--- config.mk ---
export PLATFORM = sky130hd
export DESIGN_NAME = ld_fastpath
export DESIGN_NICKNAME = d
export VERILOG_FILES = /design/src/rtl/ld_fastpath_pkg.sv /design/src/rtl/ld_fastpath_agen.sv /design/src/rtl/ld_fastpath_sched.sv /design/src/rtl/ld_fastpath.sv
export SDC_FILE = /design/constraint.sdc
export NUM_CORES = 1
export LEC_CHECK = 0
export ABC_AREA = 1
export BUFFER_PORTS_ARGS = -buffer_cell sky130_fd_sc_hd__buf_2
export CORE_MARGIN = 3
export CORE_UTILIZATION = 37
export CTS_CLUSTER_SIZE = 14
export DETAILED_ROUTE_END_ITERATION = 12
export GPL_TIMING_DRIVEN = 0
export HOLD_SLACK_MARGIN = 0.08
export PLACE_DENSITY = 0.53
export SYNTH_ARGS = -nofsm -noshare
export SYNTH_HDL_FRONTEND = slang
export SYNTH_SLANG_ARGS = --single-unit
--- constraint.sdc ---
create_clock -name clk -period 4.35 [get_ports clk]
set_clock_uncertainty 0.15 [all_clocks]
set_input_delay 0.87 -clock clk [delete_from_list [all_inputs] [get_ports clk]]
set_output_delay 0.87 -clock clk [all_outputs]
set_load 0.1 [all_outputs]
--- src/rtl/ld_fastpath_pkg.sv ---
package ld_fastpath_pkg;

  typedef enum logic [1:0] {
    LC_FAST = 2'd0,
    LC_MID  = 2'd1,
    LC_PAGE = 2'd2
  } lat_class_e;

endpackage

--- src/rtl/ld_fastpath_agen.sv ---
module ld_fastpath_agen
  import ld_fastpath_pkg::*;
#(
  parameter int ADDR_W = 64,
  parameter int DISP_W = 32,
  parameter int PAGE_W = 12,
  parameter int FAST_W = 11
) (
  input  logic [ADDR_W-1:0] base_i,
  input  logic [DISP_W-1:0] disp_i,
  output logic [ADDR_W-1:0] ea_o,
  output lat_class_e        cls_o
);

  localparam int EXT_W = ADDR_W - DISP_W;

  logic [ADDR_W-1:0] disp_ext;
  logic              page_moved;
  logic              disp_small;

  always_comb begin
    disp_ext   = {{EXT_W{disp_i[DISP_W-1]}}, disp_i};
    ea_o       = base_i + disp_ext;
    page_moved = (ea_o[ADDR_W-1:PAGE_W] != base_i[ADDR_W-1:PAGE_W]);
    disp_small = !disp_i[DISP_W-1] && (disp_i[DISP_W-2:FAST_W] == '0);
    if (page_moved)
      cls_o = LC_PAGE;
    else if (disp_small)
      cls_o = LC_FAST;
    else
      cls_o = LC_MID;
  end

endmodule

--- src/rtl/ld_fastpath_sched.sv ---
module ld_fastpath_sched
  import ld_fastpath_pkg::*;
#(
  parameter int ADDR_W   = 64,
  parameter int TAG_W    = 6,
  parameter int LAT_FAST = 4,
  parameter int LAT_MID  = 5,
  parameter int LAT_PAGE = 9
) (
  input  logic              clk,
  input  logic              rst_n,
  input  logic              in_valid,
  input  logic [TAG_W-1:0]  in_tag,
  input  logic [ADDR_W-1:0] in_addr,
  input  lat_class_e        in_cls,
  output logic              out_valid,
  output logic [TAG_W-1:0]  out_tag,
  output logic [ADDR_W-1:0] out_addr,
  output lat_class_e        out_cls
);

  localparam int DEPTH = LAT_PAGE;
  localparam int IDX_W = $clog2(DEPTH);

  logic              s_vld_q  [DEPTH];
  logic [TAG_W-1:0]  s_tag_q  [DEPTH];
  logic [ADDR_W-1:0] s_addr_q [DEPTH];
  lat_class_e        s_cls_q  [DEPTH];

  logic              s_vld_d  [DEPTH];
  logic [TAG_W-1:0]  s_tag_d  [DEPTH];
  logic [ADDR_W-1:0] s_addr_d [DEPTH];
  lat_class_e        s_cls_d  [DEPTH];

  logic [DEPTH-1:0]  nxt_occ;
  logic [IDX_W-1:0]  pick;
  logic              found;
  int                lat_m1;

  // earliest slot for the incoming load
  always_comb begin
    case (in_cls)
      LC_FAST: lat_m1 = LAT_FAST - 1;
      LC_MID:  lat_m1 = LAT_MID - 1;
      default: lat_m1 = LAT_PAGE - 1;
    endcase
  end

  // occupancy after this edge's shift
  generate
    for (genvar g = 0; g < DEPTH; g++) begin : g_occ
      if (g < DEPTH - 1) begin : g_mid
        assign nxt_occ[g] = s_vld_q[g+1];
      end else begin : g_top
        assign nxt_occ[g] = 1'b0;
      end
    end
  endgenerate

  always_comb begin
    pick  = '0;
    found = 1'b0;
    for (int j = DEPTH - 1; j >= 0; j--) begin
      if (j >= lat_m1 && !nxt_occ[j]) begin
        pick  = IDX_W'(j);
        found = 1'b1;
      end
    end
  end

  // next state: shift down, drop the new load into its slot
  always_comb begin
    for (int j = 0; j < DEPTH; j++) begin
      if (j < DEPTH - 1) begin
        s_vld_d[j]  = s_vld_q[j+1];
        s_tag_d[j]  = s_tag_q[j+1];
        s_addr_d[j] = s_addr_q[j+1];
        s_cls_d[j]  = s_cls_q[j+1];
      end else begin
        s_vld_d[j]  = 1'b0;
        s_tag_d[j]  = s_tag_q[j];
        s_addr_d[j] = s_addr_q[j];
        s_cls_d[j]  = s_cls_q[j];
      end
      if (in_valid && found && (int'(pick) == j)) begin
        s_vld_d[j]  = 1'b1;
        s_tag_d[j]  = in_tag;
        s_addr_d[j] = in_addr;
        s_cls_d[j]  = in_cls;
      end
    end
  end

  always_ff @(posedge clk or negedge rst_n) begin
    if (!rst_n) begin
      for (int j = 0; j < DEPTH; j++) s_vld_q[j] <= 1'b0;
      out_valid <= 1'b0;
    end else begin
      for (int j = 0; j < DEPTH; j++) s_vld_q[j] <= s_vld_d[j];
      out_valid <= s_vld_q[0];
    end
  end

  // payload: no reset, loaded only when the slot holds a live load
  always_ff @(posedge clk) begin
    for (int j = 0; j < DEPTH; j++) begin
      if (s_vld_d[j]) begin
        s_tag_q[j]  <= s_tag_d[j];
        s_addr_q[j] <= s_addr_d[j];
        s_cls_q[j]  <= s_cls_d[j];
      end
    end
    if (s_vld_q[0]) begin
      out_tag  <= s_tag_q[0];
      out_addr <= s_addr_q[0];
      out_cls  <= s_cls_q[0];
    end
  end


  slot_free_chk: assert property (@(posedge clk) disable iff (!rst_n)
    in_valid |-> (found && !nxt_occ[pick]));


  min_latency_chk: assert property (@(posedge clk) disable iff (!rst_n)
    in_valid |-> (int'(pick) >= lat_m1));

endmodule

--- src/rtl/ld_fastpath.sv ---
module ld_fastpath
  import ld_fastpath_pkg::*;
#(
  parameter int ADDR_W   = 64,
  parameter int DISP_W   = 32,
  parameter int TAG_W    = 6,
  parameter int PAGE_W   = 12,
  parameter int FAST_W   = 11,
  parameter int LAT_FAST = 4,
  parameter int LAT_MID  = 5,
  parameter int LAT_PAGE = 9
) (
  input  logic              clk,
  input  logic              rst_n,
  input  logic              req_valid,
  input  logic [ADDR_W-1:0] req_base,
  input  logic [DISP_W-1:0] req_disp,
  input  logic [TAG_W-1:0]  req_tag,
  output logic              done_valid,
  output logic [TAG_W-1:0]  done_tag,
  output logic [ADDR_W-1:0] done_addr,
  output logic [1:0]        done_class
);

  logic [ADDR_W-1:0] a_ea;
  lat_class_e        a_cls;
  lat_class_e        o_cls;

  ld_fastpath_agen #(
    .ADDR_W (ADDR_W),
    .DISP_W (DISP_W),
    .PAGE_W (PAGE_W),
    .FAST_W (FAST_W)
  ) u_agen (
    .base_i (req_base),
    .disp_i (req_disp),
    .ea_o   (a_ea),
    .cls_o  (a_cls)
  );


  fast_same_page_chk: assert property (@(posedge clk) disable iff (!rst_n)
    (req_valid && a_cls == LC_FAST) |->
      (a_ea[ADDR_W-1:PAGE_W] == req_base[ADDR_W-1:PAGE_W] && a_ea >= req_base));


  page_class_chk: assert property (@(posedge clk) disable iff (!rst_n)
    (req_valid && a_ea[ADDR_W-1:PAGE_W] != req_base[ADDR_W-1:PAGE_W]) |->
      (a_cls == LC_PAGE));

  ld_fastpath_sched #(
    .ADDR_W   (ADDR_W),
    .TAG_W    (TAG_W),
    .LAT_FAST (LAT_FAST),
    .LAT_MID  (LAT_MID),
    .LAT_PAGE (LAT_PAGE)
  ) u_sched (
    .clk       (clk),
    .rst_n     (rst_n),
    .in_valid  (req_valid),
    .in_tag    (req_tag),
    .in_addr   (a_ea),
    .in_cls    (a_cls),
    .out_valid (done_valid),
    .out_tag   (done_tag),
    .out_addr  (done_addr),
    .out_cls   (o_cls)
  );

  assign done_class = o_cls;


  class_legal_chk: assert property (@(posedge clk) disable iff (!rst_n)
    done_valid |-> (done_class != 2'd3));


  reset_quiet_chk: assert property (@(posedge clk) disable iff (!rst_n)
    $rose(rst_n) |=> !done_valid);

endmodule

==> results of run 1 <==
==> placed cells by master (no fill, tap or decap), drive strengths merged, types with 44 or more instances in the layout <==
cell type	count
nor2	140
nand3	193
a21oi	44
nand2	1186
o21ai	295
inv	459
clkbuf	343
ha	63
buf	297
edfxtp	720
==> what timing repair did <==
action	in CTS	in global routing
pin swaps	10	71
hold buffers	1	0
setup buffers	7	45
endpoints found under the hold margin	10	0
gates resized for setup	131	366
gates cloned	19	8
endpoints found under the setup margin	800	794
==> power breakdown <==
part | total, µW | internal, µW | switching (µW)
sequential | 8910 | 8720 | 185
combinational | 3350 | 1010 | 2330
clock | 6240 | 3670 | 2570
total | 18500 | 13400 | 5090
==> critical path: stages <==
cell	delay, ps
clkbuf_16	200
ha_4	320
nand2_2	100
nor2_2	140
inv_1	80
nor2_2	150
nand2_1	120
nor2_1	140
nand2_2	110
nand4_1	170
nand2_4	120
nand2_1	70
nand2_1	60
nor2_2	130
nand2_2	100
nor2_4	120
nand3_2	100
nor2_4	110
buf_12	150
nand3_4	180
clkbuf_8	260
buf_2	200
nand2_1	70
o21ai_0	240
==> area by class of cell <==
type / count / area (µm²)
Inverter: 465 / 1763
Multi-Input combinational cell: 2027 / 12160
Clock inverter: 31 / 326.6
Sequential cell: 730 / 21870
Buffer: 301 / 1508
Antenna cell: 2 / 5.005
Tap cell: 1243 / 1555
Fill cell: 8658 / 49220
Clock buffer: 99 / 2019
Timing Repair Buffer: 241 / 1644
==> through the flow <==
stage / cell area [µm²] / setup TNS [ps] / std cells / utilization, %
6_report: 42860 / 0 / 5139 / 46.55
5_1_grt: 42860 / -504.0 / 5138 / 46.54
4_1_cts: 40620 / -63660 / 5085 / 44.11
3_5_place_dp: 37280 / -1832160 / 4928 / 40.49
3_3_place_gp: 37110 / -1963210 / 4922 / 40.30
2_1_floorplan: 34670 / -43430 / 3502 / -
==> synthesized netlist by cell type, drive strengths merged <==
cell    count
a211oi      1
a21boi      3
a21oi      44
and2        4
and3        2
buf        63
clkbuf    239
clkinv      6
dfrtp      10
edfxtp    720
fa          1
ha         63
inv       459
nand2    1164
nand3     193
nand3b      8
nand4       9
nor2      140
nor3       16
nor4        2
o211ai      1
o21a        1
o21ai     295
o21bai      2
or2         5
or4         2
xnor2      23
xnor3       5
xor2       17
xor3        4
==> per-layer routing <==
metal	global-route usage (%)	share of wire, %
met1	25.91	44
met2	32.52	48
met3	2.308	5.0
met4	6.568	3.3
met5	0	0
==> kinds of logic after synthesis <==
group | synth area share (%)
XOR/XNOR | 1.639
buffers and inverters | 9.008
AO/OA/AOI/OAI | 5.111
flip-flops | 63.37
adder cells (fa/ha/maj) | 2.342
AND/OR/NAND/NOR | 18.53
==> state kept, by name, indices dropped and copies added, names as in the netlist <==
register / cells
u_sched.nxt_occ: 8
u_sched.out_addr: 64
u_sched.out_cls: 2
u_sched.out_tag: 6
u_sched.out_valid: 1
u_sched.s_addr_q: 576
u_sched.s_cls_q: 18
u_sched.s_tag_q: 54
u_sched.s_vld_q: 1
==> worst max path at each step <==
stage | from | to | slack, ps | cells after the start
finish | req_disp[31] | u_sched.s_addr_q[3][37] | 130 | 24
detailed placement | req_disp[31] | u_sched.s_addr_q[3][5] | -2870 | 20
floorplan | req_base[0] | u_sched.s_addr_q[8][0] | -600 | 27
global placement | req_disp[31] | u_sched.s_addr_q[8][16] | -3600 | 24
CTS | req_disp[31] | u_sched.s_addr_q[8][10] | -220 | 29
global route | req_disp[31] | u_sched.s_addr_q[6][50] | -20 | 24
==> run metrics, run 1 <==
Worst slew margin=approximately 4.1%; Power Dens Cells=431.4 nW/µm²; pre-CTS WS=-2871 ps; Hold Slack=around 260 ps; outcome=finished, final reports clean; area grow syn2layout=24.18%; unrepaired setup endpoints after global routing=true; critical path data required time=about 4500 ps; Slew Limit Fails=0; clk sinks=730; P_leak=roughly 0.018 µW; HP Start=u_sched.s_addr_q[0][21]; DRC viols=0; Post-Synthesis Net Count=3671; clock buffer depth=3; R2R depth=9; synth warn=0; IO Port Bufs=177; grt total ovfl=0; CP Class=in -> reg; syn_area_per_cell=9.856 µm²; layout cells sized above 1=21.01%; area leader, netlist=edfxtp_1; Clock transition at path regs=60 ps; Max Clk Rate=236.7 MHz; post-route ant nets=0; nets=4009; sequential area share after synthesis=a little under two thirds; largest net degree at the start of global routing=57; flop-to-flop setup slack=1110 ps; critical path capture point type=flip-flop; Synth top area share=62.64%; final setup fails=0; drt first-iter violations=approximately 1600; maxcap violations=0; I/O Pins=178; row count=between 100 and 150; DRT Pass-1 Iters=5; critical path fanouts, max=18; fin crit period=4224 ps; hold endpoint=u_sched.out_addr[21]; vias per inst=approximately 4.6; Global Route Usage Sum=19.31%; vias in the first global route=22790; Final Hold Fails=0; post-DP HPWL=66910 µm; clock latency on the worst-skew pair=610 ps; post-DR wirelength/cell=18.74 µm; gpl congestion=0.9274; synth unique cells=48; number of synthesized register bits=730; CTS tree=yes; H-tree Lvls=3; setup ws final=125.5 ps; R2R Path End=u_sched.s_addr_q[4][28]; initial core utilization=roughly 37%; CP Data Arrival Time=approximately 4300 ps; CORE AREA=92080 µm²; Worst-Margin Slew=1437 ps; Reg-to-Reg Start=u_sched.nxt_occ[4]; WL final=96310 µm; fin crit share=a little over nine tenths; top post-synthesis cells by area=edfxtp_1 (63%), nand2_1 (12%), inv_1 (4.8%); Chip Height=311.4 µm; Vias=roughly 24000; first-pass GRT wire length=140300 µm; Pwr Total=roughly 18000 µW; Num CTS Buffers=74; die area=96980 µm²; crit path launch type=primary input; CTS Root Cell=clkbuf_16; VDD IR max=approximately 0.21 mV; DIE WIDTH=311.4 µm; Synth Cell Area=34510 µm²; initial antenna violation count=5; Post-Synthesis Cells=3502; hold path cells=0; Hold Path Class=reg -> reg
No activity file was read; power rests on OpenSTA's default activity.
==> run 2: changes to the inputs <==
--- a/config.mk
+++ b/config.mk
@@ -10,3 +10,3 @@
 export CORE_MARGIN = 3
-export CORE_UTILIZATION = 37
+export CORE_UTILIZATION = 62
 export CTS_CLUSTER_SIZE = 14
@@ -15,3 +15,4 @@
 export HOLD_SLACK_MARGIN = 0.08
-export PLACE_DENSITY = 0.53
+export PLACE_DENSITY = 0.81
+export SLEW_MARGIN = 10
 export SYNTH_ARGS = -nofsm -noshare
==> constraint.sdc (replaced) <==
create_clock -name clk -period 4.35 [get_ports clk]
set_clock_uncertainty 0.15 [all_clocks]
set_input_delay 0.2175 -clock clk [delete_from_list [all_inputs] [get_ports clk]]
set_output_delay 0.2175 -clock clk [all_outputs]
set_load 0.1 [all_outputs]
==> run 2 against run 1 <==
  * Worst setup slack worse by 72 ps
  * Design area is 7.0% lower
  * Worst hold slack worse by 160 ps
  * Power is 4.7% lower
  * Fmax is 1.7% lower
  * First-iteration DRC count is 77% higher
  * Register-to-register slack better by 340 ps
  * Critical endpoint is now u_sched.s_addr_q[7][54]
  * Core utilization is 27 points higher
==> run metrics, run 2 (same netlist as run 1, synthesis figures left out) <==
DP Cell Count=4430; post-DR wirelength/cell=19.67 µm; setup tns final=0 ps; fin crit period=4297 ps; fin crit share=98.77%; row count=85; post-DP HPWL=62910 µm; Chip Height=241.9 µm; Final Hold Fails=0; biggest registers after layout=u_sched.s_addr_q (576), u_sched.out_addr (64), u_sched.s_tag_q (54); Vias=25140; I/O Pins=178; CORE AREA=54450 µm²; Non-Filler Instances=4587; Max Clk Rate=between 200 and 250 MHz; unrepaired setup endpoints after global routing=true; outcome=finished, final reports clean; clk sinks=730; H-tree Lvls=3; largest net degree at the start of global routing=56; Largest register FFs=576; drt first-iter violations=2873; critical path data required time=4550 ps; diode count=0; maxcap violations=0; initial antenna violation count=0; Hold Path Class=in -> reg; CTS Root Cell=clkbuf_16; vias per inst=5.480; WL final=90210 µm; Power Dens Cells=~440 nW/µm²; die area=about 59000 µm²; IO Port Bufs=177; Worst-Margin Slew=953.9 ps; crit path launch type=primary input; clock latency on the worst-skew pair=620 ps; Slew Limit Fails=0; post-route ant nets=0; initial core utilization=63.38%; layout cells sized above 1=14.50%; Worst slew margin=36.19%; first-pass GRT wire length=130600 µm; most common cell after layout, fill and taps aside=nand2_1; VDD IR max=0.2866 mV; Num CTS Buffers=70; Global Route Usage Sum=29.32%; CP Class=in -> reg; gpl congestion=approximately 0.93; final setup fails=0; DIE WIDTH=241.9 µm; DRC viols=0; critical path capture point type=flip-flop; Hold Slack=100.3 ps; most frequent cells in the layout=nand2_1 (1117), edfxtp_1 (720), inv_1 (442); P_leak=about 0.018 µW; DRT Pass-1 Iters=6; Clock transition at path regs=60 ps; clock buffer depth=3; largest register by flop count=u_sched.s_addr_q; grt total ovfl=0; critical path fanouts, max=26; vias in the first global route=~23000; CP Data Arrival Time=between 4000 and 5000 ps; CTS tree=yes; nets=3966; area grow syn2layout=15.45%
==> run 2: cell types whose count changed in the layout (fill, tap and decap cells not counted), moves of 26 or more <==
| cell | before | now |
|---|---|---|
| nand2_1 | 1030 | 1117 |
| ha_4 | 56 | 11 |
| buf_4 | 47 | 12 |
| nand2_4 | 36 | 10 |
| nand2_2 | 92 | 35 |
| ha_1 | 5 | 35 |
| nor2_1 | 56 | 95 |
==> run 2: stage by stage <==
stage | util [%] | cell area, µm² | total power [µW] | setup WS (ps)
2_1_floorplan | - | 34590 | 11030 | 33.49
3_3_place_gp | 66.86 | 36400 | 11760 | -2410
3_5_place_dp | 67.44 | 36720 | 11890 | -1627
4_1_cts | 72.07 | 39240 | 17480 | 23.20
5_1_grt | 73.18 | 39850 | 18230 | -98.45
6_report | 73.18 | 39850 | 17630 | 53.40
==> run 2: path summary, 6_finish.rpt <==
kind | from | end | slack [ps] | cells past startpoint
max | req_base[17] | u_sched.s_addr_q[7][54] | 50 | 28
min | req_base[18] | u_sched.s_addr_q[8][18] | 100 | 3
max reg2reg | u_sched.nxt_occ[7] | u_sched.s_addr_q[7][54] | 1450 | 9
min reg2reg | u_sched.s_addr_q[0][26] | u_sched.out_addr[26] | 270 | 0
max in group asynchronous | rst_n | u_sched.s_vld_q[8] | 3000 | 3
min in group asynchronous | rst_n | u_sched.nxt_occ[4] | 570 | 3
==> run 2: where the power goes <==
part           total (µW)  leakage (µW)  switching (µW)  internal [µW]
clock network        5640       0.00103            2530           3110
registers            8950       0.00716             223           8720
logic                3040       0.00945            2210            837
==> run 2: final cells by class <==
class,instances,area [µm²]
Buffer,302,1435
Timing Repair Buffer,219,1555
Clock inverter,39,300.3
Sequential cell,730,21870
Clock buffer,84,1804
Tap cell,739,924.6
Fill cell,3762,14610
Inverter,465,1749
Multi-Input combinational cell,2009,10200
==> run 2: critical path, cell delays in order <==
cell and delay, ps:
buf_2 140, ha_4 350, nand2_1 170, inv_1 90
nand2_1 50, nand2_1 100, nand2_1 60, nand2_1 120
inv_1 70, nand3_2 170, or2_2 170, nand2_2 160
nand2_1 110, nand3_1 80, nor2_1 220, nand2_1 90
nor2_1 210, nand3_1 190, nor2_4 220, buf_4 180
buf_4 100, nand2_1 90, nand2_2 180, nor2_4 90
nand2_4 210, buf_8 210, nand2_8 160, buf_16 250
==> run 2: what timing repair did <==
action	in CTS	in global routing
hold endpoints to repair	54	0
setup buffers	6	6
setup endpoints to repair	794	677
hold buffers	11	0
gates cloned	4	7
pin swaps	3	6
resized for setup	36	111
==> run 2: metal layers <==
metal,track usage (%),share of wire [%],up-vias
met5,0,0,-
met4,11.81,3.8,0
met3,3.985,9.8,232
met2,48.35,48,1421
met1,39.89,39,11620
li1,-,-,11870
